**src/rtl/rdsched_pkg.sv**
```systemverilog
package rdsched_pkg;

  typedef enum logic [1:0] {
    OP_IDLE = 2'd0,
    OP_RD   = 2'd1,
    OP_WR   = 2'd2,
    OP_PRE  = 2'd3
  } op_e;

  // burst length selection -> beat count
  function automatic logic [3:0] beats_of(input logic [1:0] sel);
    logic [3:0] n;
    case (sel)
      2'd0:    n = 4'd1;
      2'd1:    n = 4'd2;
      2'd2:    n = 4'd4;
      default: n = 4'd8;
    endcase
    return n;
  endfunction

endpackage

```
**src/rtl/span_mask.sv**
```systemverilog
module span_mask #(
  parameter int W  = 13,
  parameter int IW = 4
) (
  input  logic [IW-1:0] start,
  input  logic [IW-1:0] len,
  output logic [W-1:0]  mask
);
  logic [IW:0] lo;
  logic [IW:0] hi;

  assign lo = {1'b0, start};
  assign hi = {1'b0, start} + {1'b0, len};

  for (genvar i = 0; i < W; i++) begin : g_bit
    localparam logic [IW:0] IDX = (IW+1)'(i);
    assign mask[i] = (IDX >= lo) && (IDX < hi);
  end
endmodule

```
**src/rtl/slot_pipe.sv**
```systemverilog
module slot_pipe #(
  parameter int W = 13
) (
  input  logic         clk,
  input  logic         rst_n,
  input  logic [W-1:0] keep,
  input  logic [W-1:0] set,
  output logic [W-1:0] q,
  output logic [W-1:0] ahead
);
  logic [W-1:0] q_nxt;

  // slot i holds the cycle i edges ahead; shifting moves time by one
  always_comb begin
    ahead = {1'b0, q[W-1:1]};
    q_nxt = (ahead & keep) | set;
  end

  always_ff @(posedge clk or negedge rst_n) begin
    if (!rst_n) q <= '0;
    else        q <= q_nxt;
  end
endmodule

```
**src/rtl/intr_arbiter.sv**
```systemverilog
module intr_arbiter
  import rdsched_pkg::*;
#(
  parameter int W = 13
) (
  input  logic         clk,
  input  logic         rst_n,
  input  logic         cmd_valid,
  input  op_e          op,
  input  logic         autopre,
  input  logic [W-1:0] rd_ahead,
  input  logic [W-1:0] oe_ahead,
  input  logic [W-1:0] dqm_ahead,
  input  logic [W-1:0] rd_span,
  input  logic [W-1:0] wr_span,
  input  logic [W-1:0] keep_cl,
  input  logic [W-1:0] keep_wl,
  input  logic [W-1:0] keep_hz,
  input  logic [W-1:0] mask_win,
  output logic [W-1:0] rd_keep,
  output logic [W-1:0] rd_set,
  output logic [W-1:0] oe_keep,
  output logic [W-1:0] oe_set,
  output logic [W-1:0] dqm_set,
  output logic         locked,
  output logic         reject
);
  logic ap_q, ap_nxt;
  logic rej_nxt;
  logic live, clash, acc;

  always_comb begin
    locked  = ap_q && ((|rd_ahead) || (|oe_ahead));
    live    = cmd_valid && (op != OP_IDLE);
    clash   = (op == OP_RD) && (|(rd_span & (oe_ahead | dqm_ahead)));
    rej_nxt = live && (locked || clash);
    acc     = live && !rej_nxt;

    rd_keep = '1;
    rd_set  = '0;
    oe_keep = '1;
    oe_set  = '0;
    dqm_set = '0;
    ap_nxt  = ap_q;
    if (acc) begin
      case (op)
        OP_RD: begin
          rd_keep = keep_cl;
          rd_set  = rd_span;
          ap_nxt  = autopre;
        end
        OP_WR: begin
          rd_keep = '0;
          oe_keep = keep_wl;
          oe_set  = wr_span;
          dqm_set = mask_win & rd_ahead;
          ap_nxt  = autopre;
        end
        OP_PRE: begin
          rd_keep = keep_hz;
          oe_keep = keep_hz;
          ap_nxt  = 1'b0;
        end
        default: ;
      endcase
    end
  end

  always_ff @(posedge clk or negedge rst_n) begin
    if (!rst_n) begin
      ap_q   <= 1'b0;
      reject <= 1'b0;
    end else begin
      ap_q   <= ap_nxt;
      reject <= rej_nxt;
    end
  end
endmodule

```
**src/rtl/rdburst_sched.sv**
```systemverilog
module rdburst_sched
  import rdsched_pkg::*;
#(
  parameter int MAX_CL  = 3,
  parameter int MAX_BL  = 8,
  parameter int MAX_CCD = 3
) (
  input  logic       clk,
  input  logic       rst_n,
  input  logic       cmd_valid,
  input  logic [1:0] cmd_kind,
  input  logic       cmd_autopre,
  input  logic       cl_sel,
  input  logic [1:0] bl_sel,
  input  logic [1:0] ccd,
  input  logic [1:0] hzp,
  output logic       rd_valid,
  output logic       dqm,
  output logic       dq_oe,
  output logic       reject
);
  localparam int WLEAD = MAX_CCD + 2;
  localparam int LEAD  = (WLEAD > MAX_CL) ? WLEAD : MAX_CL;
  localparam int DEPTH = LEAD + MAX_BL;
  localparam int IW    = $clog2(DEPTH + 1);

  op_e           op;
  logic [1:0]    ccd_e;
  logic [IW-1:0] cl_v, bl_v, wl_v, hz_v, win_v, zero_v, three_v;
  logic [DEPTH-1:0] rd_span, wr_span, keep_cl, keep_wl, keep_hz, mask_win;
  logic [DEPTH-1:0] rd_q, oe_q, dqm_q;
  logic [DEPTH-1:0] rd_ahead, oe_ahead, dqm_ahead;
  logic [DEPTH-1:0] rd_keep, rd_set, oe_keep, oe_set, dqm_set;
  logic             locked;

  always_comb begin
    op      = op_e'(cmd_kind);
    ccd_e   = (ccd == 2'd0) ? 2'd1 : ccd;
    cl_v    = cl_sel ? IW'(3) : IW'(2);
    bl_v    = IW'(beats_of(bl_sel));
    wl_v    = IW'(ccd_e) + IW'(2);
    hz_v    = IW'(hzp);
    win_v   = IW'(ccd_e) - IW'(1);
    zero_v  = '0;
    three_v = IW'(3);
  end

  span_mask #(.W(DEPTH), .IW(IW)) u_rd_span (.start(cl_v),   .len(bl_v),    .mask(rd_span));
  span_mask #(.W(DEPTH), .IW(IW)) u_wr_span (.start(wl_v),   .len(bl_v),    .mask(wr_span));
  span_mask #(.W(DEPTH), .IW(IW)) u_keep_cl (.start(zero_v), .len(cl_v),    .mask(keep_cl));
  span_mask #(.W(DEPTH), .IW(IW)) u_keep_wl (.start(zero_v), .len(wl_v),    .mask(keep_wl));
  span_mask #(.W(DEPTH), .IW(IW)) u_keep_hz (.start(zero_v), .len(hz_v),    .mask(keep_hz));
  span_mask #(.W(DEPTH), .IW(IW)) u_win     (.start(win_v),  .len(three_v), .mask(mask_win));

  intr_arbiter #(.W(DEPTH)) u_arb (
    .clk(clk), .rst_n(rst_n), .cmd_valid(cmd_valid), .op(op), .autopre(cmd_autopre),
    .rd_ahead(rd_ahead), .oe_ahead(oe_ahead), .dqm_ahead(dqm_ahead),
    .rd_span(rd_span), .wr_span(wr_span), .keep_cl(keep_cl), .keep_wl(keep_wl),
    .keep_hz(keep_hz), .mask_win(mask_win),
    .rd_keep(rd_keep), .rd_set(rd_set), .oe_keep(oe_keep), .oe_set(oe_set),
    .dqm_set(dqm_set), .locked(locked), .reject(reject)
  );

  slot_pipe #(.W(DEPTH)) u_rd_pipe (
    .clk(clk), .rst_n(rst_n), .keep(rd_keep), .set(rd_set), .q(rd_q), .ahead(rd_ahead));
  slot_pipe #(.W(DEPTH)) u_oe_pipe (
    .clk(clk), .rst_n(rst_n), .keep(oe_keep), .set(oe_set), .q(oe_q), .ahead(oe_ahead));
  slot_pipe #(.W(DEPTH)) u_dqm_pipe (
    .clk(clk), .rst_n(rst_n), .keep({DEPTH{1'b1}}), .set(dqm_set), .q(dqm_q), .ahead(dqm_ahead));

  assign rd_valid = rd_q[0];
  assign dq_oe    = oe_q[0];
  assign dqm      = dqm_q[0];
endmodule

```
**config.mk**
```make
export PLATFORM = sky130hd
export DESIGN_NAME = rdburst_sched
export DESIGN_NICKNAME = d
export VERILOG_FILES = /design/src/rtl/rdsched_pkg.sv /design/src/rtl/span_mask.sv /design/src/rtl/slot_pipe.sv /design/src/rtl/intr_arbiter.sv /design/src/rtl/rdburst_sched.sv
export SDC_FILE = /design/constraint.sdc
export NUM_CORES = 1
export LEC_CHECK = 0
export ABC_AREA = 1
export BUFFER_PORTS_ARGS = -buffer_cell sky130_fd_sc_hd__clkbuf_2
export CAP_MARGIN = 5
export CORE_MARGIN = 8
export CORE_UTILIZATION = 38
export CTS_CLUSTER_DIAMETER = 80
export CTS_CLUSTER_SIZE = 16
export DETAILED_ROUTE_END_ITERATION = 8
export PLACE_DENSITY = 0.57
export SLEW_MARGIN = 10
export SYNTH_ARGS = -nofsm -noshare
export SYNTH_HDL_FRONTEND = slang
export SYNTH_SLANG_ARGS = --single-unit
```
**constraint.sdc**
```tcl
create_clock -name clk -period 4.44 [get_ports clk]
set_input_delay 0.222 -clock clk [delete_from_list [all_inputs] [get_ports clk]]
set_output_delay 0.222 -clock clk [all_outputs]
set_load 0.01 [all_outputs]
```
==> results of run 1 <==
synthesized netlist by cell type (all sizes together):
| master | count | share of area |
|---|---|---|
| clkbuf | 9 | 0.016 |
| or2 | 5 | 0.015 |
| ha | 5 | 0.030 |
| o21ai | 13 | 0.036 |
| nor3 | 3 | 0.0071 |
| nand2 | 75 | 0.14 |
| inv | 34 | 0.061 |
| conb | 1 | 0.0018 |
| buf | 1 | 0.0054 |
| o211ai | 2 | 0.0071 |
| a21boi | 1 | 0.0036 |
| xor2 | 2 | 0.0083 |
| nand3 | 16 | 0.046 |
| a41oi | 1 | 0.0042 |
| nor2 | 33 | 0.060 |
| dfrtp | 40 | 0.48 |
| nor3b | 1 | 0.0036 |
| fa | 1 | 0.0095 |
| a32oi | 1 | 0.0042 |
| a21oi | 6 | 0.014 |
| nor4 | 2 | 0.0060 |
| o21bai | 5 | 0.018 |
| nand4 | 7 | 0.021 |
| o21a | 3 | 0.011 |
logic make-up after synthesis:
kind of cell / synth area share
AOI/OAI and AO/OA: 0.0982
DFF: 0.476
buffers and inverters: 0.0821
adders and majority gates: 0.0393
and+or+nand+nor: 0.294
other: 0.00178
xor gates and xnor gates: 0.00833
final timing paths:
kind                                            from                        end
max in group asynchronous                      rst_n  u_dqm_pipe.q[5]$_DFF_PN0_
min in group clk                         cmd_autopre     u_arb.ap_q$_DFFE_PN0P_
min reg2reg                u_dqm_pipe.q[7]$_DFF_PN0_  u_dqm_pipe.q[6]$_DFF_PN0_
max                                        bl_sel[1]   u_rd_pipe.q[1]$_DFF_PN0_
min                                            rst_n  u_dqm_pipe.q[0]$_DFF_PN0_
max reg2reg                 u_oe_pipe.q[3]$_DFF_PN0_  u_oe_pipe.q[12]$_DFF_PN0_
flip-flops by register name, summed over array words and instances, names as in the netlist:
name          flops
u_oe_pipe.q      13
u_rd_pipe.q      13
u_dqm_pipe.q     12
u_arb.ap_q        1
u_arb.reject      1
report_power, final:
part	switching, mW	internal [mW]	leakage (nW)	total [mW]
sequential	0.0306	0.405	0.521	0.436
combinational	0.130	0.0691	0.668	0.199
clock	0.125	0.126	0.0445	0.251
routing by layer:
| metal | vias to the layer above | part of all wire | global-route usage |
|---|---|---|---|
| met5 | - | 0 | 0 |
| met4 | 0 | 0.026 | 0.0610 |
| met3 | 13 | 0.065 | 0.0424 |
| met2 | 61 | 0.44 | 0.205 |
| met1 | 814 | 0.46 | 0.163 |
| li1 | 871 | - | - |
area by class of cell:
type / count / area, µm² / share of cell area
multi-input cells: 183 / 928 / 0.400
well taps: 72 / 90.1 / 0.0388
inverters: 34 / 128 / 0.0550
clock inverters: 1 / 7.51 / 0.00323
clock buffers: 7 / 86.3 / 0.0372
flip-flops and latches: 40 / 1000 / 0.431
repair buffers: 16 / 80.1 / 0.0345
worst register-to-register path: stages (launching register included):
cell and delay, ns:
sky130_fd_sc_hd__dfrtp_1 0.43, sky130_fd_sc_hd__nor2_1 0.14, sky130_fd_sc_hd__nand3_1 0.12, sky130_fd_sc_hd__nor3_1 0.18, sky130_fd_sc_hd__nand4_1 0.11, sky130_fd_sc_hd__nand2_1 0.30
sky130_fd_sc_hd__nand4_1 0.32, sky130_fd_sc_hd__nor2_1 0.27, sky130_fd_sc_hd__nand2_1 0.12, sky130_fd_sc_hd__nor2_1 0.12
==> metrics.txt, run 1 <==
# TYPE chip_impl_metric gauge
chip_impl_metric{name="core_region_area",unit="µm²"} 5440
chip_impl_metric{name="max_freq",unit="MHz"} 415
chip_impl_metric{name="vias_in_the_first_global_route",unit=""} 1756
chip_impl_metric{name="cp_buf_inv_count",unit=""} 5
chip_impl_metric{name="yosysUniqueCellTypes",unit=""} 31
chip_impl_metric{name="clk_pin_slew_worst_setup_hold_paths",unit="ns"} 0.08
chip_impl_metric{name="worstSkewPairLatency",unit="ns"} 0.30
chip_impl_info{name="clock_tree.root_cell",value="sky130_fd_sc_hd__clkbuf_8"} 1
chip_impl_metric{name="routed_wire_length_per_instance",unit="µm"} 14.2
chip_impl_metric{name="final_layout_size_suffix_gt1_frac",unit=""} 0.121
chip_impl_metric{name="finalMaxSlewViolations",unit=""} 0
chip_impl_metric{name="arrival",unit="ns"} 2.60
chip_impl_metric{name="initial_core_util",unit=""} 0.386
chip_impl_metric{name="syn-mean-instance-area",unit="µm²"} 7.87
chip_impl_metric{name="pre_cts_slack",unit="ns"} 1.74
chip_impl_metric{name="n_antenna_cell",unit=""} 0
chip_impl_metric{name="route.detailed.drc",unit=""} 0
chip_impl_metric{name="setup_ws",unit="ns"} 2.03
chip_impl_metric{name="placed_standard_cell_area",unit="µm²"} 2230
chip_impl_metric{name="post_cts_resized",unit=""} 0
chip_impl_metric{name="cts-hold-fix-buffers",unit=""} 0
chip_impl_metric{name="seq_area_frac_synth",unit=""} 0.476
chip_impl_info{name="highest_count_cells_in_the_layout_ignoring_fill_and_taps",value="74 x sky130_fd_sc_hd__nand2_1, 40 x sky130_fd_sc_hd__dfrtp_1, 33 x sky130_fd_sc_hd__inv_1, 32 x sky130_fd_sc_hd__nor2_1, 16 x sky130_fd_sc_hd__clkbuf_2"} 1
chip_impl_info{name="worstHoldPathType",value="in2async"} 1
chip_impl_metric{name="whs",unit="ns"} 0.0676
chip_impl_metric{name="syn_nets",unit=""} 286
chip_impl_info{name="crit_path_end_kind",value="flip-flop"} 1
chip_impl_metric{name="syn-instance-count",unit=""} 267
chip_impl_metric{name="syn_to_final_growth",unit="%"} 10.4
chip_impl_metric{name="via_count",unit=""} 1759
chip_impl_metric{name="clk_path_buf_depth",unit=""} 2
chip_impl_metric{name="placed_cells_incl_taps",unit=""} 345
chip_impl_metric{name="finalHoldViolations",unit=""} 0
chip_impl_metric{name="placement_rows",unit=""} 27
chip_impl_metric{name="period_share",unit=""} 0.543
chip_impl_metric{name="drt_first_pass_iters",unit=""} 4
chip_impl_metric{name="setup_tns_after_final_layout",unit="ns"} 0
chip_impl_info{name="crit_top_cell",value="sky130_fd_sc_hd__nor2_1"} 1
chip_impl_metric{name="grt_max_degree",unit=""} 41
chip_impl_metric{name="post-cts-setup-buffers",unit=""} 0
chip_impl_metric{name="wirelength",unit="µm"} 5000
chip_impl_info{name="cts_tree",value="built"} 1
chip_impl_metric{name="clock_tree.htree_level_count",unit=""} 2
chip_impl_metric{name="max_stage_delay",unit="ns"} 0.26
chip_impl_metric{name="skew_final",unit="ns"} 0.0170
chip_impl_metric{name="synth_area",unit="µm²"} 2100
chip_impl_metric{name="place.port_buffers",unit=""} 16
chip_impl_metric{name="finalInstanceArea",unit="µm²"} 2320
chip_impl_metric{name="num-nets-final",unit=""} 299
chip_impl_metric{name="overflow",unit=""} 0
chip_impl_metric{name="die-width",unit="µm"} 90.4
chip_impl_metric{name="fillerInstances",unit=""} 555
chip_impl_metric{name="maxCapViolations",unit=""} 0
chip_impl_info{name="slowest_stage",value="sky130_fd_sc_hd__ha_1"} 1
chip_impl_metric{name="critPathMaxFanout",unit=""} 18
chip_impl_metric{name="cts_inserted_buffers",unit=""} 5
chip_impl_metric{name="reg2reg_depth",unit=""} 9
chip_impl_info{name="cell_chain_of_the_critical_path",value="clkbuf_2 > nor2_1 > ha_1 > inv_1 > ha_1 > inv_1 > nor2_1 > inv_1 > nor2_1 > a21oi_1 > nor2_1 > nor2_1 > o21ai_4 > nand3_4 > o21ai_0 > inv_1"} 1
chip_impl_info{name="unrepaired_setup_endpoints_after_global_routing",value="false"} 1
chip_impl_metric{name="route.antenna.remaining_nets",unit=""} 0
chip_impl_metric{name="die-area",unit="µm²"} 8170
chip_impl_metric{name="grtUsageTotal",unit=""} 0.132
chip_impl_metric{name="worst_pin_slew",unit="ns"} 0.991
chip_impl_metric{name="instances_no_fill",unit=""} 353
chip_impl_metric{name="vdd.ir_drop.worst",unit="mV"} 0.255
chip_impl_metric{name="final_util",unit=""} 0.427
chip_impl_metric{name="pin_count",unit=""} 17
chip_impl_metric{name="globalplace.congestion",unit=""} 0.918
chip_impl_metric{name="route.detailed.vias_per_inst",unit=""} 4.98
chip_impl_metric{name="synth.ff_latch_count",unit=""} 40
chip_impl_metric{name="total_power",unit="mW"} 0.886
chip_impl_metric{name="cts_sinks",unit=""} 40
chip_impl_metric{name="setup_viol_count_final",unit=""} 0
chip_impl_metric{name="antenna_found_initial",unit=""} 0
chip_impl_info{name="timing.setup.critical_path_class",value="in2reg"} 1
chip_impl_metric{name="dieHeight",unit="µm"} 90.4
chip_impl_info{name="cp-start-kind",value="input pin"} 1
chip_impl_metric{name="power.static_leakage",unit="nW"} 1.23
chip_impl_metric{name="synth-warning-count",unit=""} 0
chip_impl_metric{name="critical_path_depth",unit=""} 16
chip_impl_info{name="commonest_non_fill_non_tap_cell_in_the_layout",value="sky130_fd_sc_hd__nand2_1"} 1
chip_impl_info{name="cpLargestDelayFamily",value="simple AND/OR/NAND/NOR gates"} 1
chip_impl_metric{name="grt_pass1_wl",unit="µm"} 8670
chip_impl_metric{name="power_per_cell_area",unit="nW/µm²"} 382
chip_impl_metric{name="slew_headroom",unit=""} 0.339
chip_impl_metric{name="regToRegSetupSlack",unit="ns"} 2.26
chip_impl_metric{name="initialDrtViolationCount",unit=""} 67
chip_impl_metric{name="dpl.hpwl",unit="µm"} 3950
chip_impl_info{name="run_status",value="finished, final reports clean"} 1
chip_impl_metric{name="final_period_minus_worst_setup_slack",unit="ns"} 2.41
chip_impl_metric{name="required_time_of_the_critical_path",unit="ns"} 4.63
Note: power is estimated with default switching activity, not from simulation.
==> inputs of run 2 (changes only) <==
Clock period 4.44 ns to 2.48 ns, I/O delays scaled along.
==> metrics.txt, run 2 (synthesis gave the netlist of run 1 again) <==
# TYPE chip_impl_metric gauge
chip_impl_metric{name="worstSkewPairLatency",unit="ns"} 0.30
chip_impl_metric{name="route.antenna.remaining_nets",unit=""} 0
chip_impl_metric{name="place.port_buffers",unit=""} 16
chip_impl_metric{name="routed_wire_length_per_instance",unit="µm"} 13.8
chip_impl_metric{name="setup_ws",unit="ns"} 0.377
chip_impl_metric{name="required_time_of_the_critical_path",unit="ns"} 2.67
chip_impl_metric{name="post_cts_resized",unit=""} 0
chip_impl_metric{name="finalHoldViolations",unit=""} 31
chip_impl_metric{name="clock_tree.htree_level_count",unit=""} 2
chip_impl_metric{name="worst_pin_slew",unit="ns"} 1.00
chip_impl_metric{name="critPathMaxFanout",unit=""} 18
chip_impl_metric{name="total_power",unit="mW"} 1.61
chip_impl_metric{name="fillerInstances",unit=""} 546
chip_impl_metric{name="power_report.internal_total",unit="mW"} 1.09
chip_impl_metric{name="finalMaxSlewViolations",unit=""} 0
chip_impl_metric{name="initial_core_util",unit=""} 0.386
chip_impl_metric{name="grtUsageTotal",unit=""} 0.133
chip_impl_metric{name="vias_in_the_first_global_route",unit=""} 1739
chip_impl_info{name="violations_in_the_final_reports",value="hold timing"} 1
chip_impl_metric{name="via_count",unit=""} 1773
chip_impl_metric{name="dpl.hpwl",unit="µm"} 3880
chip_impl_metric{name="core_region_area",unit="µm²"} 5440
chip_impl_metric{name="max_freq",unit="MHz"} 476
chip_impl_metric{name="instances_no_fill",unit=""} 361
chip_impl_metric{name="period_share",unit=""} 0.848
chip_impl_info{name="worstHoldPathType",value="in2async"} 1
chip_impl_info{name="run_status",value="complete, but fails checks"} 1
chip_impl_metric{name="route.detailed.drc",unit=""} 0
chip_impl_metric{name="placed_cells_incl_taps",unit=""} 353
chip_impl_info{name="unrepaired_setup_endpoints_after_global_routing",value="false"} 1
chip_impl_metric{name="cts_sinks",unit=""} 40
chip_impl_metric{name="placement_rows",unit=""} 27
chip_impl_info{name="timing.setup.critical_path_class",value="in2reg"} 1
chip_impl_metric{name="skew_final",unit="ns"} 0.0108
chip_impl_metric{name="maxCapViolations",unit=""} 0
chip_impl_info{name="largest_registers",value="u_oe_pipe.q x13, u_rd_pipe.q x13, u_dqm_pipe.q x12"} 1
chip_impl_metric{name="vdd.ir_drop.worst",unit="mV"} 0.363
chip_impl_metric{name="power.switching_fraction",unit=""} 0.319
chip_impl_info{name="cp-start-kind",value="input pin"} 1
chip_impl_metric{name="p_sw",unit="mW"} 0.514
chip_impl_metric{name="whs",unit="ns"} -0.0203
chip_impl_metric{name="setup_tns_after_final_layout",unit="ns"} 0
chip_impl_metric{name="cts-hold-fix-buffers",unit=""} 0
chip_impl_metric{name="drt_first_pass_iters",unit=""} 4
chip_impl_metric{name="ff_latch_area",unit="µm²"} 1000
chip_impl_metric{name="die-width",unit="µm"} 90.4
chip_impl_metric{name="route.detailed.vias_per_inst",unit=""} 4.91
chip_impl_metric{name="placed_standard_cell_area",unit="µm²"} 2290
chip_impl_metric{name="power.static_leakage",unit="nW"} 1.27
chip_impl_metric{name="final_period_minus_worst_setup_slack",unit="ns"} 2.10
chip_impl_metric{name="logic_gate_share_of_total_power",unit=""} 0.238
chip_impl_metric{name="dieHeight",unit="µm"} 90.4
chip_impl_metric{name="n_antenna_cell",unit=""} 0
chip_impl_metric{name="globalplace.congestion",unit=""} 0.886
chip_impl_metric{name="grt_pass1_wl",unit="µm"} 8630
chip_impl_metric{name="area_used_by_multi_input_combinational_logic",unit="µm²"} 928
chip_impl_metric{name="final_layout_size_suffix_gt1_frac",unit=""} 0.142
chip_impl_metric{name="num-nets-final",unit=""} 307
chip_impl_metric{name="clock_power_share",unit=""} 0.277
chip_impl_metric{name="overflow",unit=""} 0
chip_impl_metric{name="grt_max_degree",unit=""} 41
chip_impl_metric{name="slew_headroom",unit=""} 0.332
chip_impl_metric{name="power.share.sequential",unit=""} 0.485
chip_impl_metric{name="post-cts-setup-buffers",unit=""} 0
chip_impl_info{name="commonest_non_fill_non_tap_cell_in_the_layout",value="sky130_fd_sc_hd__nand2_1"} 1
chip_impl_metric{name="clk_path_buf_depth",unit=""} 2
chip_impl_metric{name="setup_viol_count_final",unit=""} 0
chip_impl_info{name="crit_path_end_kind",value="flip-flop"} 1
chip_impl_info{name="highest_count_cells_in_the_layout_ignoring_fill_and_taps",value="74 x sky130_fd_sc_hd__nand2_1, 40 x sky130_fd_sc_hd__dfrtp_1, 33 x sky130_fd_sc_hd__inv_1, 32 x sky130_fd_sc_hd__nor2_1, 16 x sky130_fd_sc_hd__clkbuf_2"} 1
chip_impl_metric{name="initialDrtViolationCount",unit=""} 97
chip_impl_metric{name="pre_cts_slack",unit="ns"} 0.0750
chip_impl_info{name="clock_tree.root_cell",value="sky130_fd_sc_hd__clkbuf_8"} 1
chip_impl_metric{name="clk_pin_slew_worst_setup_hold_paths",unit="ns"} 0.08
chip_impl_metric{name="pin_count",unit=""} 17
chip_impl_info{name="cts_tree",value="built"} 1
chip_impl_metric{name="wirelength",unit="µm"} 4970
chip_impl_metric{name="antenna_found_initial",unit=""} 0
chip_impl_metric{name="die-area",unit="µm²"} 8170
chip_impl_metric{name="arrival",unit="ns"} 2.29
chip_impl_metric{name="finalInstanceArea",unit="µm²"} 2380
chip_impl_metric{name="cts_inserted_buffers",unit=""} 5
chip_impl_metric{name="power_per_cell_area",unit="nW/µm²"} 676
chip_impl_metric{name="syn_to_final_growth",unit="%"} 13.1
-- run 2: cell types whose count changed in the layout (fill, tap and decap cells not counted) --
cell,previous run,this run
sky130_fd_sc_hd__buf_4,0,8
sky130_fd_sc_hd__clkbuf_1,1,2
sky130_fd_sc_hd__clkinvlp_4,1,0
-- run 2: area by class of cell --
class	count	area share
multi-input cells	183	0.391
inverters	34	0.0537
repair buffers	24	0.0589
flip-flops and latches	40	0.421
well taps	72	0.0379
clock buffers	8	0.0379
-- run 2: per-layer routing --
| metal | track usage | vias up | routed length (µm) |
|---|---|---|---|
| met3 | 0.0399 | 7 | 303 |
| met5 | 0 | - | 0 |
| met2 | 0.207 | 46 | 2260 |
| li1 | - | 885 | - |
| met4 | 0.0569 | 0 | 85 |
| met1 | 0.166 | 835 | 2310 |
-- run 2: stage by stage --
step,hold slack [ns],util
floorplan,-0.172,-
finish,-0.0203,0.437
detailed placement,0.338,0.421
CTS,0.0137,0.437
global route,0.0712,0.437
global placement,0.330,0.421
-- run 2: worst max-delay path: stages --
cell and delay [ns]:
sky130_fd_sc_hd__clkbuf_2 0.11, sky130_fd_sc_hd__nor2_1 0.17, sky130_fd_sc_hd__ha_1 0.20, sky130_fd_sc_hd__inv_1 0.05
sky130_fd_sc_hd__ha_1 0.27, sky130_fd_sc_hd__inv_1 0.06, sky130_fd_sc_hd__nor2_1 0.16, sky130_fd_sc_hd__inv_1 0.06
sky130_fd_sc_hd__nor2_1 0.12, sky130_fd_sc_hd__a21oi_1 0.08, sky130_fd_sc_hd__nor2_1 0.11, sky130_fd_sc_hd__nor2_1 0.09
sky130_fd_sc_hd__o21ai_4 0.19, sky130_fd_sc_hd__nand3_4 0.22, sky130_fd_sc_hd__o21ai_0 0.22, sky130_fd_sc_hd__inv_1 0.06
-- run 2: path summary, 6_finish.rpt --
| path | start | end | slack, ns | depth (start not counted) |
|---|---|---|---|---|
| min | rst_n | u_arb.reject$_DFF_PN0_ | -0.02 | 1 |
| max in group asynchronous | rst_n | u_rd_pipe.q[12]$_DFF_PN0_ | 1.88 | 1 |
| min in group clk | cmd_autopre | u_arb.ap_q$_DFFE_PN0P_ | 0.07 | 3 |
| max | bl_sel[0] | u_rd_pipe.q[1]$_DFF_PN0_ | 0.38 | 16 |
| max reg2reg | u_oe_pipe.q[3]$_DFF_PN0_ | u_oe_pipe.q[8]$_DFF_PN0_ | 0.39 | 9 |
| min reg2reg | u_dqm_pipe.q[7]$_DFF_PN0_ | u_dqm_pipe.q[6]$_DFF_PN0_ | 0.37 | 0 |
-- run 2: power groups by stage --
| stage | clock, mW | sequential [mW] | combinational [mW] |
|---|---|---|---|
| floorplan | 0 | 0.775 | 0.260 |
| global placement | 0 | 0.794 | 0.378 |
| detailed placement | 0 | 0.791 | 0.377 |
| CTS | 0.456 | 0.779 | 0.383 |
| global route | 0.486 | 0.787 | 0.436 |
| finish | 0.445 | 0.780 | 0.383 |
==> inputs of run 3 (changes only) <==
Clock period 2.48 ns to 2.08 ns, I/O delays scaled along.
==> metrics.txt, run 3 (synthesis gave the netlist of run 1 again) <==
# TYPE chip_impl_metric gauge
chip_impl_metric{name="via_count",unit=""} 1789
chip_impl_metric{name="worst_pin_slew",unit="ns"} 0.510
chip_impl_metric{name="clk_pin_slew_worst_setup_hold_paths",unit="ns"} 0.09
chip_impl_info{name="commonest_non_fill_non_tap_cell_in_the_layout",value="sky130_fd_sc_hd__nand2_1"} 1
chip_impl_metric{name="power_per_cell_area",unit="nW/µm²"} 796
chip_impl_metric{name="wirelength",unit="µm"} 5160
chip_impl_metric{name="overflow",unit=""} 0
chip_impl_metric{name="max_stage_delay",unit="ns"} 0.26
chip_impl_metric{name="n_antenna_cell",unit=""} 0
chip_impl_metric{name="worstSkewPairLatency",unit="ns"} 0.30
chip_impl_info{name="largest_registers",value="u_oe_pipe.q x13, u_rd_pipe.q x13, u_dqm_pipe.q x12"} 1
chip_impl_metric{name="initial_core_util",unit=""} 0.386
chip_impl_metric{name="power.switching_fraction",unit=""} 0.314
chip_impl_metric{name="vias_in_the_first_global_route",unit=""} 1805
chip_impl_metric{name="cts_sinks",unit=""} 40
chip_impl_metric{name="num-nets-final",unit=""} 328
chip_impl_metric{name="core_region_area",unit="µm²"} 5440
chip_impl_metric{name="pin_count",unit=""} 17
chip_impl_metric{name="die-width",unit="µm"} 90.4
chip_impl_metric{name="arrival",unit="ns"} 2.11
chip_impl_info{name="timing.setup.critical_path_class",value="in2reg"} 1
chip_impl_metric{name="antenna_found_initial",unit=""} 0
chip_impl_metric{name="route.antenna.remaining_nets",unit=""} 0
chip_impl_info{name="unrepaired_setup_endpoints_after_global_routing",value="false"} 1
chip_impl_metric{name="ff_latch_area",unit="µm²"} 1000
chip_impl_info{name="cts_tree",value="built"} 1
chip_impl_metric{name="cts_inserted_buffers",unit=""} 5
chip_impl_metric{name="dpl.hpwl",unit="µm"} 4060
chip_impl_metric{name="maxCapViolations",unit=""} 0
chip_impl_metric{name="die-area",unit="µm²"} 8170
chip_impl_metric{name="skew_final",unit="ns"} 0.0107
chip_impl_metric{name="max_freq",unit="MHz"} 521
chip_impl_info{name="worstHoldPathType",value="in2reg"} 1
chip_impl_metric{name="initialDrtViolationCount",unit=""} 113
chip_impl_metric{name="instances_no_fill",unit=""} 382
chip_impl_metric{name="finalMaxSlewViolations",unit=""} 0
chip_impl_metric{name="clk_path_buf_depth",unit=""} 2
chip_impl_metric{name="cp_buf_inv_count",unit=""} 4
chip_impl_info{name="highest_count_cells_in_the_layout_ignoring_fill_and_taps",value="66 x sky130_fd_sc_hd__nand2_1, 40 x sky130_fd_sc_hd__dfrtp_1, 30 x sky130_fd_sc_hd__inv_1, 27 x sky130_fd_sc_hd__nor2_1, 25 x sky130_fd_sc_hd__buf_4"} 1
chip_impl_metric{name="grt_pass1_wl",unit="µm"} 8660
chip_impl_metric{name="syn_to_final_growth",unit="%"} 26.8
chip_impl_metric{name="placed_cells_incl_taps",unit=""} 370
chip_impl_metric{name="place.port_buffers",unit=""} 16
chip_impl_info{name="crit_top_cell",value="sky130_fd_sc_hd__nand2_1"} 1
chip_impl_metric{name="route.detailed.vias_per_inst",unit=""} 4.68
chip_impl_metric{name="final_period_minus_worst_setup_slack",unit="ns"} 1.92
chip_impl_info{name="hold_path.startpoint",value="cmd_autopre"} 1
chip_impl_metric{name="logic_gate_share_of_total_power",unit=""} 0.256
chip_impl_metric{name="grtUsageTotal",unit=""} 0.133
chip_impl_info{name="source_of_the_worst_register_to_register_timing_path",value="u_oe_pipe.q[12]$_DFF_PN0_"} 1
chip_impl_metric{name="total_power",unit="mW"} 2.12
chip_impl_info{name="slowest_stage",value="sky130_fd_sc_hd__o21ai_4"} 1
chip_impl_info{name="cell_chain_of_the_critical_path",value="buf_6 > nor2_4 > ha_4 > inv_2 > ha_4 > inv_2 > nand2_2 > a21oi_2 > nand2_1 > nand2_1 > nand2_1 > nand2_1 > nand3_2 > o21ai_4 > nand4_1 > buf_6 > nand2_2 > nand2_2"} 1
chip_impl_metric{name="drt_first_pass_iters",unit=""} 4
chip_impl_metric{name="clock_tree.htree_level_count",unit=""} 2
chip_impl_metric{name="finalInstanceArea",unit="µm²"} 2670
chip_impl_metric{name="fillerInstances",unit=""} 529
chip_impl_metric{name="power_report.internal_total",unit="mW"} 1.46
chip_impl_metric{name="slew_headroom",unit=""} 0.660
chip_impl_metric{name="routed_wire_length_per_instance",unit="µm"} 13.5
chip_impl_metric{name="power.static_leakage",unit="nW"} 1.39
chip_impl_metric{name="finalHoldViolations",unit=""} 0
chip_impl_metric{name="power.share.sequential",unit=""} 0.437
chip_impl_metric{name="grt_max_degree",unit=""} 22
chip_impl_metric{name="dieHeight",unit="µm"} 90.4
chip_impl_info{name="crit_path_end_kind",value="flip-flop"} 1
chip_impl_metric{name="period_share",unit=""} 0.923
chip_impl_metric{name="area_used_by_multi_input_combinational_logic",unit="µm²"} 1010
chip_impl_metric{name="placement_rows",unit=""} 27
chip_impl_info{name="worstSetupStartpoint",value="bl_sel[1]"} 1
chip_impl_info{name="cp-start-kind",value="input pin"} 1
chip_impl_metric{name="globalplace.congestion",unit=""} 0.850
chip_impl_info{name="cpLargestDelayFamily",value="simple AND/OR/NAND/NOR gates"} 1
chip_impl_metric{name="route.detailed.drc",unit=""} 0
chip_impl_metric{name="whs",unit="ns"} 0.0330
chip_impl_metric{name="clock_power_share",unit=""} 0.307
chip_impl_info{name="clock_tree.root_cell",value="sky130_fd_sc_hd__clkbuf_8"} 1
chip_impl_metric{name="setup_viol_count_final",unit=""} 0
chip_impl_metric{name="placed_standard_cell_area",unit="µm²"} 2430
chip_impl_metric{name="required_time_of_the_critical_path",unit="ns"} 2.27
chip_impl_metric{name="final_layout_size_suffix_gt1_frac",unit=""} 0.268
chip_impl_metric{name="p_sw",unit="mW"} 0.666
chip_impl_metric{name="vdd.ir_drop.worst",unit="mV"} 0.328
chip_impl_info{name="run_status",value="finished, final reports clean"} 1
chip_impl_metric{name="critPathMaxFanout",unit=""} 7
[run 3: routing by layer]
layer  up-vias  track usage  share of wire
met5         -            0              0
met4         0       0.0499          0.015
met3         5       0.0441          0.061
met2        31        0.213           0.47
met1       827        0.161           0.45
li1        926            -              -
[run 3: cell type report]
class	instances	area share
Timing Repair Buffer	44	0.121
Inverter	34	0.0479
Tap cell	72	0.0338
Clock buffer	5	0.0258
Multi-Input combinational cell	184	0.379
Sequential cell	40	0.376
Clock inverter	3	0.0174
[run 3: power by group through the flow]
stage / sequential (mW) / clock (mW) / combinational (mW)
after detailed placement: 0.941 / 0 / 0.501
after global placement: 0.942 / 0 / 0.505
final: 0.928 / 0.651 / 0.542
after floorplan: 0.924 / 0 / 0.310
after global routing: 0.939 / 0.697 / 0.610
after CTS: 0.926 / 0.667 / 0.505
[run 3: worst min-delay path, cell delays in order]
cell and delay (ns):
sky130_fd_sc_hd__clkbuf_2 0.08, sky130_fd_sc_hd__nand2_1 0.06, sky130_fd_sc_hd__o21ai_1 0.06
[run 3: stage by stage]
stage | utilization | setup slack [ns] | setup TNS [ns]
floorplan | - | 0.0541 | 0
global placement | 0.446 | -0.166 | -2.89
detailed placement | 0.446 | -0.258 | -4.18
CTS | 0.469 | 0.0667 | 0
global route | 0.490 | 0.00730 | 0
finish | 0.490 | 0.159 | 0
[run 3: what timing repair did]
action | 4_1_cts | 5_1_grt
hold buffers | 1 | 0
gates resized for setup | 0 | 30
setup buffers | 0 | 2
setup endpoints to repair | 0 | 28
hold endpoints to repair | 19 | 0
[run 3: worst paths after layout]
path,end,cells past startpoint,slack [ns]
worst max-delay path,u_oe_pipe.q[11]$_DFF_PN0_,18,0.16
worst min-delay path,u_arb.ap_q$_DFFE_PN0P_,3,0.03
worst max register to register,u_rd_pipe.q[12]$_DFF_PN0_,8,0.24
worst min register to register,u_dqm_pipe.q[6]$_DFF_PN0_,0,0.37
max in group asynchronous,u_rd_pipe.q[10]$_DFF_PN0_,3,1.12
min in group asynchronous,u_arb.reject$_DFF_PN0_,2,0.30
